## src/rtl/sr_guard_pkg.sv

```systemverilog
package sr_guard_pkg;
  localparam int unsigned SR_W    = 8;
  localparam int unsigned NV_W    = 6;
  localparam int unsigned SPARE_W = 3;

  typedef struct packed {
    logic               lock_en;
    logic [SPARE_W-1:0] spare;
    logic [1:0]         rsel;
  } nv_t;

  typedef enum logic [1:0] {
    RSEL_NONE    = 2'b00,
    RSEL_QUARTER = 2'b01,
    RSEL_HALF    = 2'b10,
    RSEL_ALL     = 2'b11
  } rsel_e;
endpackage

```

## src/rtl/sr_guard_nv.sv

```systemverilog
module sr_guard_nv
  import sr_guard_pkg::*;
#(
  parameter logic [NV_W-1:0] NV_INIT = '0
) (
  input  logic            clk,
  input  logic            rst_n,
  input  logic            wr_en,
  input  logic [NV_W-1:0] wr_bits,
  output nv_t             nv_q
);
  nv_t nv_d;

  always_comb begin
    nv_d = nv_q;
    if (wr_en) nv_d = nv_t'(wr_bits);
  end

  always_ff @(posedge clk or negedge rst_n) begin
    if (!rst_n)     nv_q <= nv_t'(NV_INIT);
    else if (wr_en) nv_q <= nv_d;
  end
endmodule

```

## src/rtl/sr_guard_wel.sv

```systemverilog
module sr_guard_wel (
  input  logic clk,
  input  logic rst_n,
  input  logic wren_stb,
  input  logic wrdi_stb,
  input  logic sr_op_stb,
  input  logic arr_op_stb,
  input  logic cs_rise,
  input  logic lock_pin_n,
  output logic wel_q,
  output logic pend_q,
  output logic pin_s_q
);
  logic wel_d, pend_d, pin_s_d;
  logic wel_en, pend_en;

  always_comb begin
    wel_d = wel_q;
    if (wren_stb)          wel_d = 1'b1;
    if (wrdi_stb)          wel_d = 1'b0;
    if (cs_rise && pend_q) wel_d = 1'b0;
    wel_en = wren_stb | wrdi_stb | (cs_rise & pend_q);

    pend_d = pend_q;
    if (cs_rise)                      pend_d = 1'b0;
    else if (sr_op_stb || arr_op_stb) pend_d = 1'b1;
    pend_en = cs_rise | sr_op_stb | arr_op_stb;

    pin_s_d = lock_pin_n;
  end

  always_ff @(posedge clk or negedge rst_n) begin
    if (!rst_n)      wel_q <= 1'b0;
    else if (wel_en) wel_q <= wel_d;
  end

  always_ff @(posedge clk or negedge rst_n) begin
    if (!rst_n)       pend_q <= 1'b0;
    else if (pend_en) pend_q <= pend_d;
  end

  always_ff @(posedge clk or negedge rst_n) begin
    if (!rst_n)         pin_s_q <= 1'b1;
    else if (sr_op_stb) pin_s_q <= pin_s_d;
  end
endmodule

```

## src/rtl/sr_guard_prot.sv

```systemverilog
module sr_guard_prot
  import sr_guard_pkg::*;
#(
  parameter int unsigned ADDR_W = 13
) (
  input  logic [1:0]        rsel,
  input  logic [ADDR_W-1:0] addr,
  output logic              hit
);
  localparam logic [ADDR_W-1:0] QUARTER_LO = ADDR_W'(3) << (ADDR_W - 2);
  localparam logic [ADDR_W-1:0] HALF_LO    = ADDR_W'(1) << (ADDR_W - 1);

  logic in_quarter, in_half;

  generate
    if (ADDR_W >= 2) begin : g_cmp
      assign in_quarter = (addr >= QUARTER_LO);
      assign in_half    = (addr >= HALF_LO);
    end else begin : g_tiny
      assign in_quarter = 1'b0;
      assign in_half    = addr[0];
    end
  endgenerate

  always_comb begin
    unique case (rsel_e'(rsel))
      RSEL_NONE:    hit = 1'b0;
      RSEL_QUARTER: hit = in_quarter;
      RSEL_HALF:    hit = in_half;
      RSEL_ALL:     hit = 1'b1;
      default:      hit = 1'b1;
    endcase
  end
endmodule

```

## src/rtl/sr_guard.sv

```systemverilog
module sr_guard
  import sr_guard_pkg::*;
#(
  parameter int unsigned     ADDR_W  = 13,
  parameter logic [NV_W-1:0] NV_INIT = '0
) (
  input  logic              clk,
  input  logic              rst_n,
  input  logic              wren_stb,
  input  logic              wrdi_stb,
  input  logic              sr_op_stb,
  input  logic              arr_op_stb,
  input  logic              sr_data_vld,
  input  logic [7:0]        sr_data,
  input  logic              arr_byte_vld,
  input  logic [ADDR_W-1:0] arr_addr,
  input  logic              cs_rise,
  input  logic              lock_pin_n,
  output logic [7:0]        status_q,
  output logic              sr_allow,
  output logic              arr_we
);
  nv_t  nv_q;
  logic wel_q, pend_q, pin_s_q;
  logic prot_hit;
  logic nv_wr;
  logic unused_low;

  assign unused_low = ^sr_data[1:0];

  sr_guard_wel u_wel (
    .clk        (clk),
    .rst_n      (rst_n),
    .wren_stb   (wren_stb),
    .wrdi_stb   (wrdi_stb),
    .sr_op_stb  (sr_op_stb),
    .arr_op_stb (arr_op_stb),
    .cs_rise    (cs_rise),
    .lock_pin_n (lock_pin_n),
    .wel_q      (wel_q),
    .pend_q     (pend_q),
    .pin_s_q    (pin_s_q)
  );

  sr_guard_prot #(.ADDR_W(ADDR_W)) u_prot (
    .rsel (nv_q.rsel),
    .addr (arr_addr),
    .hit  (prot_hit)
  );

  assign sr_allow = wel_q & ~(nv_q.lock_en & ~pin_s_q);
  assign nv_wr    = sr_data_vld & sr_allow;

  sr_guard_nv #(.NV_INIT(NV_INIT)) u_nv (
    .clk     (clk),
    .rst_n   (rst_n),
    .wr_en   (nv_wr),
    .wr_bits (sr_data[7:2]),
    .nv_q    (nv_q)
  );

  assign arr_we   = arr_byte_vld & wel_q & ~prot_hit;
  assign status_q = {nv_q, wel_q, 1'b0};
endmodule

```

## config.mk

```make
export PLATFORM = sky130hd
export DESIGN_NAME = sr_guard
export DESIGN_NICKNAME = d
export VERILOG_FILES = /design/src/rtl/sr_guard_pkg.sv /design/src/rtl/sr_guard_nv.sv /design/src/rtl/sr_guard_wel.sv /design/src/rtl/sr_guard_prot.sv /design/src/rtl/sr_guard.sv
export SDC_FILE = /design/constraint.sdc
export NUM_CORES = 1
export LEC_CHECK = 0
export ABC_AREA = 1
export CORE_UTILIZATION = 25
export DETAILED_ROUTE_END_ITERATION = 12
export PLACE_DENSITY = 0.83
export SLEW_MARGIN = 20
export SYNTH_ARGS = -nofsm -noshare
export SYNTH_HDL_FRONTEND = slang
export SYNTH_HIERARCHICAL = 1
export SYNTH_SLANG_ARGS = --single-unit
```

## constraint.sdc

```tcl
create_clock -name clk -period 1.14 [get_ports clk]
set_input_delay 0.114 -clock clk [delete_from_list [all_inputs] [get_ports clk]]
set_output_delay 0.114 -clock clk [all_outputs]
set_load 0.02 [all_outputs]
```

==> key figures, run 1 <==
Layout
  – Layout fillers: 159
  – Final core occ: 48.36%
  – N_diodes: 0
  – Share of post-route cells with drive strength above 1: 26.74%
  – Nets: 118
  – Area delta synth->final: 79.03%

Global route
  – First-pass GRT wire length: 1.621 mm
  – Total Routing Usage GR: 12.84%
  – Vias in the first global route: 417
  – GR Overflow Total: 0
  – Largest net degree at the start of global routing: 10
  – Initial antenna violation count: 0

STA
  – Min Clock Period, post-route: 1.234 ns
  – RSZ-0062 raised after global routing: true
  – Final Max Slew Viols: 0
  – Final worst slack: -0.09365 ns
  – Clock skew: 0.004452 ns
  – Setup TNS: -0.5048 ns
  – Final hold viol count: 0
  – Crit share post-route: 108.2%
  – Worst hold slack: 0.1324 ns
  – Setup Viol. Count Final: 8
  – FMAX: 810.6 MHz

Die
  – # rows: 14
  – IO Pins: 41
  – Core box area: 1524 um2
  – Die W: 42.58 um
  – Initial Util: 27.01%
  – Die Ht: 42.58 um
  – Die ar.: 1813 um2

Setup path
  – Crit path DAT: 1.12 ns
  – R2R Path Start: u_wel/pin_s_q
  – CP startpoint kind: flip-flop
  – Critical Path RT: 1.03 ns
  – CP Buf/Inv Count: 3
  – Critical-path top delay cell: dfstp_2
  – Crit. End Element: output pin
  – Crit path max-delay family: flip-flops
  – CP peak stage delay: 0.54 ns
  – CP Class: reg2out
  – R2R depth: 8
  – Worst r2r dst: u_nv/nv_q[0]
  – Critical path, cell by cell: inv_2, nand2_2, nand2_2, inv_1, buf_6
  – Reg2Reg Setup Slack: -0.08 ns
  – Most used cell, CP: nand2_2
  – CP max FO: 2

Clocking
  – TritonCTS clock tree: yes
  – CTS root buf: clkbuf_4
  – Worst-Skew Late Latency: 0.27 ns
  – Clock tree buffer depth: 2
  – Clock slew at reported path FFs: 0.07 ns
  – H-Tree Depth: 1
  – Clk sinks: 9
  – Postcts setup bufs: 0
  – Inserted Clock Buffers: 3

Synth
  – Post-synth EDFFs: 0
  – Yosys warnings: 6
  – Synth Net Count: 84
  – Register bit total from synthesis: 9
  – Top-area cell type share of the netlist area: 48.63%
  – Post-synthesis cell count: 53
  – Commonest cells in the netlist: nand2_1 (23), dfrtp_1 (8), inv_1 (6)
  – Largest area contributor in the netlist: dfrtp_1
  – Top cells by area, synth: dfrtp_1 (49%), nand2_1 (21%), dfstp_2 (6.4%)
  – Synth Flop Type: dfrtp_1
  – Most frequent cell after synthesis: nand2_1
  – Async SR Flop Fraction: 100.0%
  – Sequential share of the synthesized area: 55.02%
  – Post-synth cell types: 14
  – Mapped Area: 411.6 um2
  – Mean Syn Cell Area: 7.767 um2

Route
  – Post-Route WL: 965 um
  – Drt pass-1 iters: 4
  – Initial DRC count: 2
  – Post-route ant nets: 0
  – DRC violations left: 0
  – Vias/cell: 4.196
  – WL/cell: 9.461 um
  – Vias: 428

Power
  – Pwr Density: 1491 nW/um2
  – Leak Pwr: 0.3915 nW
  – Total power: 1.099 mW
  – Worst VDD drop: 0.7464 mV

Run
  – Max Cap Violations: 0

Placed design
  – Final Wtd Congestion: 0.6599
  – IO buf count: 26
  – Dpl hpwl: 733.9 um
  – Pre-CTS setup slack: -0.3930 ns

Outcome
  – Failing checks: setup timing
  – Status: complete, but fails checks

Hold path
  – Hold Crit Class: in2async
==> where the power goes <==
part           internal, mW  switching, mW  total [mW]
clock network         0.130          0.124       0.253
logic                 0.201          0.212       0.413
registers             0.391         0.0412       0.432
total                 0.722          0.377        1.10
==> flip-flops by register name, summed over array words and instances, names as in the netlist <==
signal         count
u_nv/nv_q          6
u_wel/pin_s_q      1
u_wel/wel_q        1
u_wel/pend_q       1
==> worst max path at each step <==
stage,endpoint,start,depth (start not counted)
finish,sr_allow,u_wel/pin_s_q,5
floorplan,u_nv/nv_q[0],u_wel/pin_s_q,7
detailed placement,arr_we,arr_addr[12],5
global route,sr_allow,u_wel/pin_s_q,5
CTS,sr_allow,u_wel/pin_s_q,5
global placement,arr_we,arr_addr[12],5
==> timing repair <==
action | 4_1_cts | 5_1_grt
hold buffers | 0 | 0
pin swaps | 2 | 2
gates resized for setup | 30 | 6
setup endpoints to repair | 15 | 9
==> per-layer routing <==
| layer | vias up | track usage, % | part of all wire (%) |
|---|---|---|---|
| li1 | 217 | - | - |
| met1 | 191 | 14.17 | 40 |
| met3 | 0 | 6.897 | 9.5 |
| met4 | 0 | 7.500 | 0 |
| met5 | - | 0 | 0 |
| met2 | 20 | 19.38 | 51 |
==> cell type report <==
cell class	instances	area, um2	share of cell area [%]
well taps	16	20.02	2.716
inverters	7	28.78	3.905
multi-input cells	35	153.9	20.88
repair buffers	31	280.3	38.03
flip-flops and latches	9	226.5	30.73
clock inverters	1	5.005	0.6791
clock buffers	3	22.52	3.056
==> worst register-to-register path: cells and delay by family, from the launching register on <==
family / cells / cell delay, ns
buf+inv: 3 / 0.29
flops: 1 / 0.54
simple gates: 5 / 0.33
==> logic make-up (layout without fill, tap and decap cells) <==
| group | after synthesis | in the layout | synth area share (%) |
|---|---|---|---|
| compound gates | 3 | 3 | 3.644 |
| simple gates | 31 | 31 | 30.39 |
| flops | 9 | 9 | 55.02 |
| buf+inv | 9 | 42 | 10.03 |
| other cells | 1 | 1 | 0.9110 |
==> per-stage QoR <==
step | area [um2] | std cells
floorplan | 411.6 | 53
global placement | 714.4 | 98
detailed placement | 714.4 | 98
CTS | 730.7 | 102
global route | 737.0 | 102
finish | 737.0 | 102
==> placed cells by master, fill, tap and decap left out <==
| cell | count |
|---|---|
| a21oi_1 | 1 |
| buf_2 | 3 |
| buf_4 | 4 |
| buf_6 | 3 |
| clkbuf_2 | 1 |
| clkbuf_4 | 3 |
| clkdlybuf4s50_1 | 17 |
| clkinv_2 | 1 |
| conb_1 | 1 |
| dfrtp_1 | 8 |
| dfstp_2 | 1 |
| dlygate4sd2_1 | 3 |
| inv_1 | 5 |
| inv_2 | 1 |
| inv_4 | 1 |
| nand2_1 | 21 |
| nand2_2 | 4 |
| nand3_1 | 1 |
| nor2_1 | 4 |
| nor2_4 | 1 |
| o21ai_0 | 1 |
| o21ai_1 | 1 |
No activity file was read; power rests on OpenSTA's default activity.
==> run 2, diff against run 1 <==
CAP_MARGIN = 30   (was default)
SETUP_SLACK_MARGIN = 0.4   (was default)
==> run 2 against run 1 <==
The flow still finishes with violations (setup timing). Global-route usage is 0.37 points lower. Clock skew is 0.0016 ns higher. Sequential cell count stayed put. Critical path depth is 3 higher. Sequential power is 3% higher. Count of clock-buffer cells in the layout is 1 higher. Routed wire length is 13% higher. Via count is 8.6% higher. Design area is 18% higher. Non-clock buffer count is 7 higher. Final cell count is 6.9% higher. Critical endpoint is now u_nv/nv_q[2]. Largest power group is now combinational logic.
==> key figures, run 2 (synthesis gave the netlist of run 1 again) <==
Outcome
  – Status: complete, but fails checks (unchanged)
  – Failing checks: setup timing (unchanged)

STA
  – Clock skew: 0.006048 ns (was 0.004452 ns)
  – Final hold viol count: 0 (unchanged)
  – Min Clock Period, post-route: 1.235 ns (was 1.234 ns)
  – Final Max Slew Viols: 0 (unchanged)
  – Final worst slack: -0.09493 ns (was -0.09365 ns)
  – FMAX: 809.8 MHz (was 810.6 MHz)
  – Setup Viol. Count Final: 8 (unchanged)
  – Crit share post-route: 108.3% (was 108.2%)
  – RSZ-0062 raised after global routing: true (unchanged)
  – Worst hold slack: 0.1508 ns (was 0.1324 ns)

Placed design
  – Dpl hpwl: 838.8 um (was 733.9 um)
  – Placed Instance Area: 748.2 um2 (was 714.4 um2)
  – IO buf count: 26 (unchanged)
  – Final Wtd Congestion: 0.6924 (was 0.6599)
  – Pre-CTS setup slack: -0.4264 ns (was -0.3930 ns)

Layout
  – Largest Register: u_nv/nv_q (unchanged)
  – Nets: 125 (was 118)
  – N_diodes: 0 (unchanged)
  – Reg area: 227.7 um2 (was 226.5 um2)
  – Commonest non-fill, non-tap cell in the layout: nand2_1 (unchanged)
  – Multi-input logic area: 172.7 um2 (was 153.9 um2)
  – Area delta synth->final: 110.9% (was 79.03%)
  – Max reg flops: 6 (unchanged)
  – Final Cell Area: 868.3 um2 (was 737.0 um2)
  – Commonest non-fill, non-tap cells in the layout: nand2_1 (18), clkdlybuf4s50_1 (17), buf_6 (14) (was nand2_1 (21), clkdlybuf4s50_1 (17), dfrtp_1 (8))
  – Share of post-route cells with drive strength above 1: 41.94% (was 26.74%)
  – Layout fillers: 146 (was 159)

Route
  – Post-route ant nets: 0 (unchanged)
  – DRC violations left: 0 (unchanged)
  – Initial DRC count: 2 (unchanged)
  – Vias/cell: 4.266 (was 4.196)
  – Vias: 465 (was 428)
  – WL/cell: 10.03 um (was 9.461 um)
  – Drt pass-1 iters: 2 (was 4)
  – Post-Route WL: 1.093 mm (was 965 um)

Die
  – IO Pins: 41 (unchanged)
  – Die ar.: 1813 um2 (unchanged)
  – Core box area: 1524 um2 (unchanged)
  – Die W: 42.58 um (unchanged)
  – Initial Util: 27.01% (unchanged)
  – Die Ht: 42.58 um (unchanged)
  – # rows: 14 (unchanged)

Global route
  – Total Routing Usage GR: 12.47% (was 12.84%)
  – Initial antenna violation count: 0 (unchanged)
  – GR Overflow Total: 0 (unchanged)
  – Vias in the first global route: 437 (was 417)
  – Largest net degree at the start of global routing: 10 (unchanged)
  – First-pass GRT wire length: 1.635 mm (was 1.621 mm)

Setup path
  – Worst r2r dst: u_nv/nv_q[2] (was u_nv/nv_q[0])
  – CP startpoint kind: flip-flop (unchanged)
  – Crit. Startpoint: u_wel/pin_s_q (unchanged)
  – R2R depth: 8 (unchanged)
  – Crit path DAT: 1.38 ns (was 1.12 ns)
  – CP max FO: 6 (was 2)
  – Worst Setup EP: u_nv/nv_q[2] (was sr_allow)
  – R2R Path Start: u_wel/pin_s_q (unchanged)
  – CP Class: reg2reg (was reg2out)
  – Reg2Reg Setup Slack: -0.09 ns (was -0.08 ns)
  – Crit. End Element: flip-flop (was output pin)
  – Critical Path RT: 1.29 ns (was 1.03 ns)

Power
  – Internal power: 0.9014 mW (was 0.7218 mW)
  – Comb power frac: 47.8% (was 37.6%)
  – Sequential power share: 33.5% (was 39.3%)
  – Leak Pwr: 0.4366 nW (was 0.3915 nW)
  – Clock share of power: 18.7% (was 23.1%)
  – Pwr Density: 1525 nW/um2 (was 1491 nW/um2)
  – Sw Share: 31.92% (was 34.30%)
  – Total power: 1.324 mW (was 1.099 mW)
  – Sw power: 0.4225 mW (was 0.3769 mW)
  – Worst VDD drop: 0.5872 mV (was 0.7464 mV)

Clocking
  – Hold-fix buffers, CTS: 0 (unchanged)
  – CTS root buf: clkbuf_4 (unchanged)
  – H-Tree Depth: 1 (unchanged)
  – Worst-Skew Late Latency: 0.26 ns (was 0.27 ns)
  – Clock slew at reported path FFs: 0.06 ns (was 0.07 ns)
  – Clk sinks: 9 (unchanged)
  – Inserted Clock Buffers: 3 (unchanged)
  – TritonCTS clock tree: yes (unchanged)
  – Clock tree buffer depth: 2 (unchanged)

Hold path
  – Hold Crit Class: in2async (unchanged)

Run
  – Max Cap Violations: 0 (unchanged)
==> run 2: timing repair <==
item,in CTS,in global routing
gates resized for setup,54,14
hold endpoints to repair,0,0
buffers inserted,0,6
pin swaps,3,7
setup endpoints to repair,17,17
==> run 2: critical path, stage by stage, from the launching register on <==
cell and delay [ns]:
dfstp_2 0.53, inv_2 0.03, nand2_2 0.04, nand2_2 0.05, buf_6 0.11, nor2_4 0.17
inv_4 0.07, nand2_1 0.07, nand2_1 0.04
==> run 2: power groups by stage <==
| stage | registers (mW) | clock network, mW | logic, mW |
|---|---|---|---|
| global placement | 0.437 | 0 | 0.472 |
| global route | 0.452 | 0.265 | 0.678 |
| floorplan | 0.519 | 0 | 0.118 |
| finish | 0.444 | 0.247 | 0.633 |
| detailed placement | 0.439 | 0 | 0.486 |
| CTS | 0.442 | 0.260 | 0.516 |
==> run 2: final cells by class <==
type                            count  area share (%)
Tap cell                           16           2.305
Multi-Input combinational cell     35           19.88
Inverter                            7           3.314
Sequential cell                     9           26.22
Timing Repair Buffer               38           45.24
Clock buffer                        4           3.026
==> run 2: layer usage <==
layer / vias up / wire length (um) / global-route usage, %
met5: - / 0 / 0
met4: 0 / 0 / 9.375
met3: 0 / 79 / 3.879
met2: 14 / 618 / 21.54
met1: 217 / 394 / 12.23
li1: 234 / - / -
==> run 2: worst min path at each step <==
stage	startpoint	slack, ns	to	cells past startpoint
CTS	rst_n	0.16	u_nv/nv_q[1]	1
global route	rst_n	0.19	u_nv/nv_q[3]	1
finish	rst_n	0.15	u_nv/nv_q[3]	1
global placement	rst_n	0.44	u_wel/wel_q	1
floorplan	rst_n	-0.18	u_nv/nv_q[0]	0
detailed placement	rst_n	0.45	u_wel/wel_q	1
==> run 2: per-stage QoR <==
step / TNS, ns / std cells / util [%]
6_report: -0.6668 / 109 / 56.98
5_1_grt: -1.220 / 109 / 56.98
4_1_cts: -0.6857 / 103 / 52.05
3_5_place_dp: -1.248 / 99 / 49.10
3_3_place_gp: -1.094 / 99 / 49.10
2_1_floorplan: 0 / 53 / -
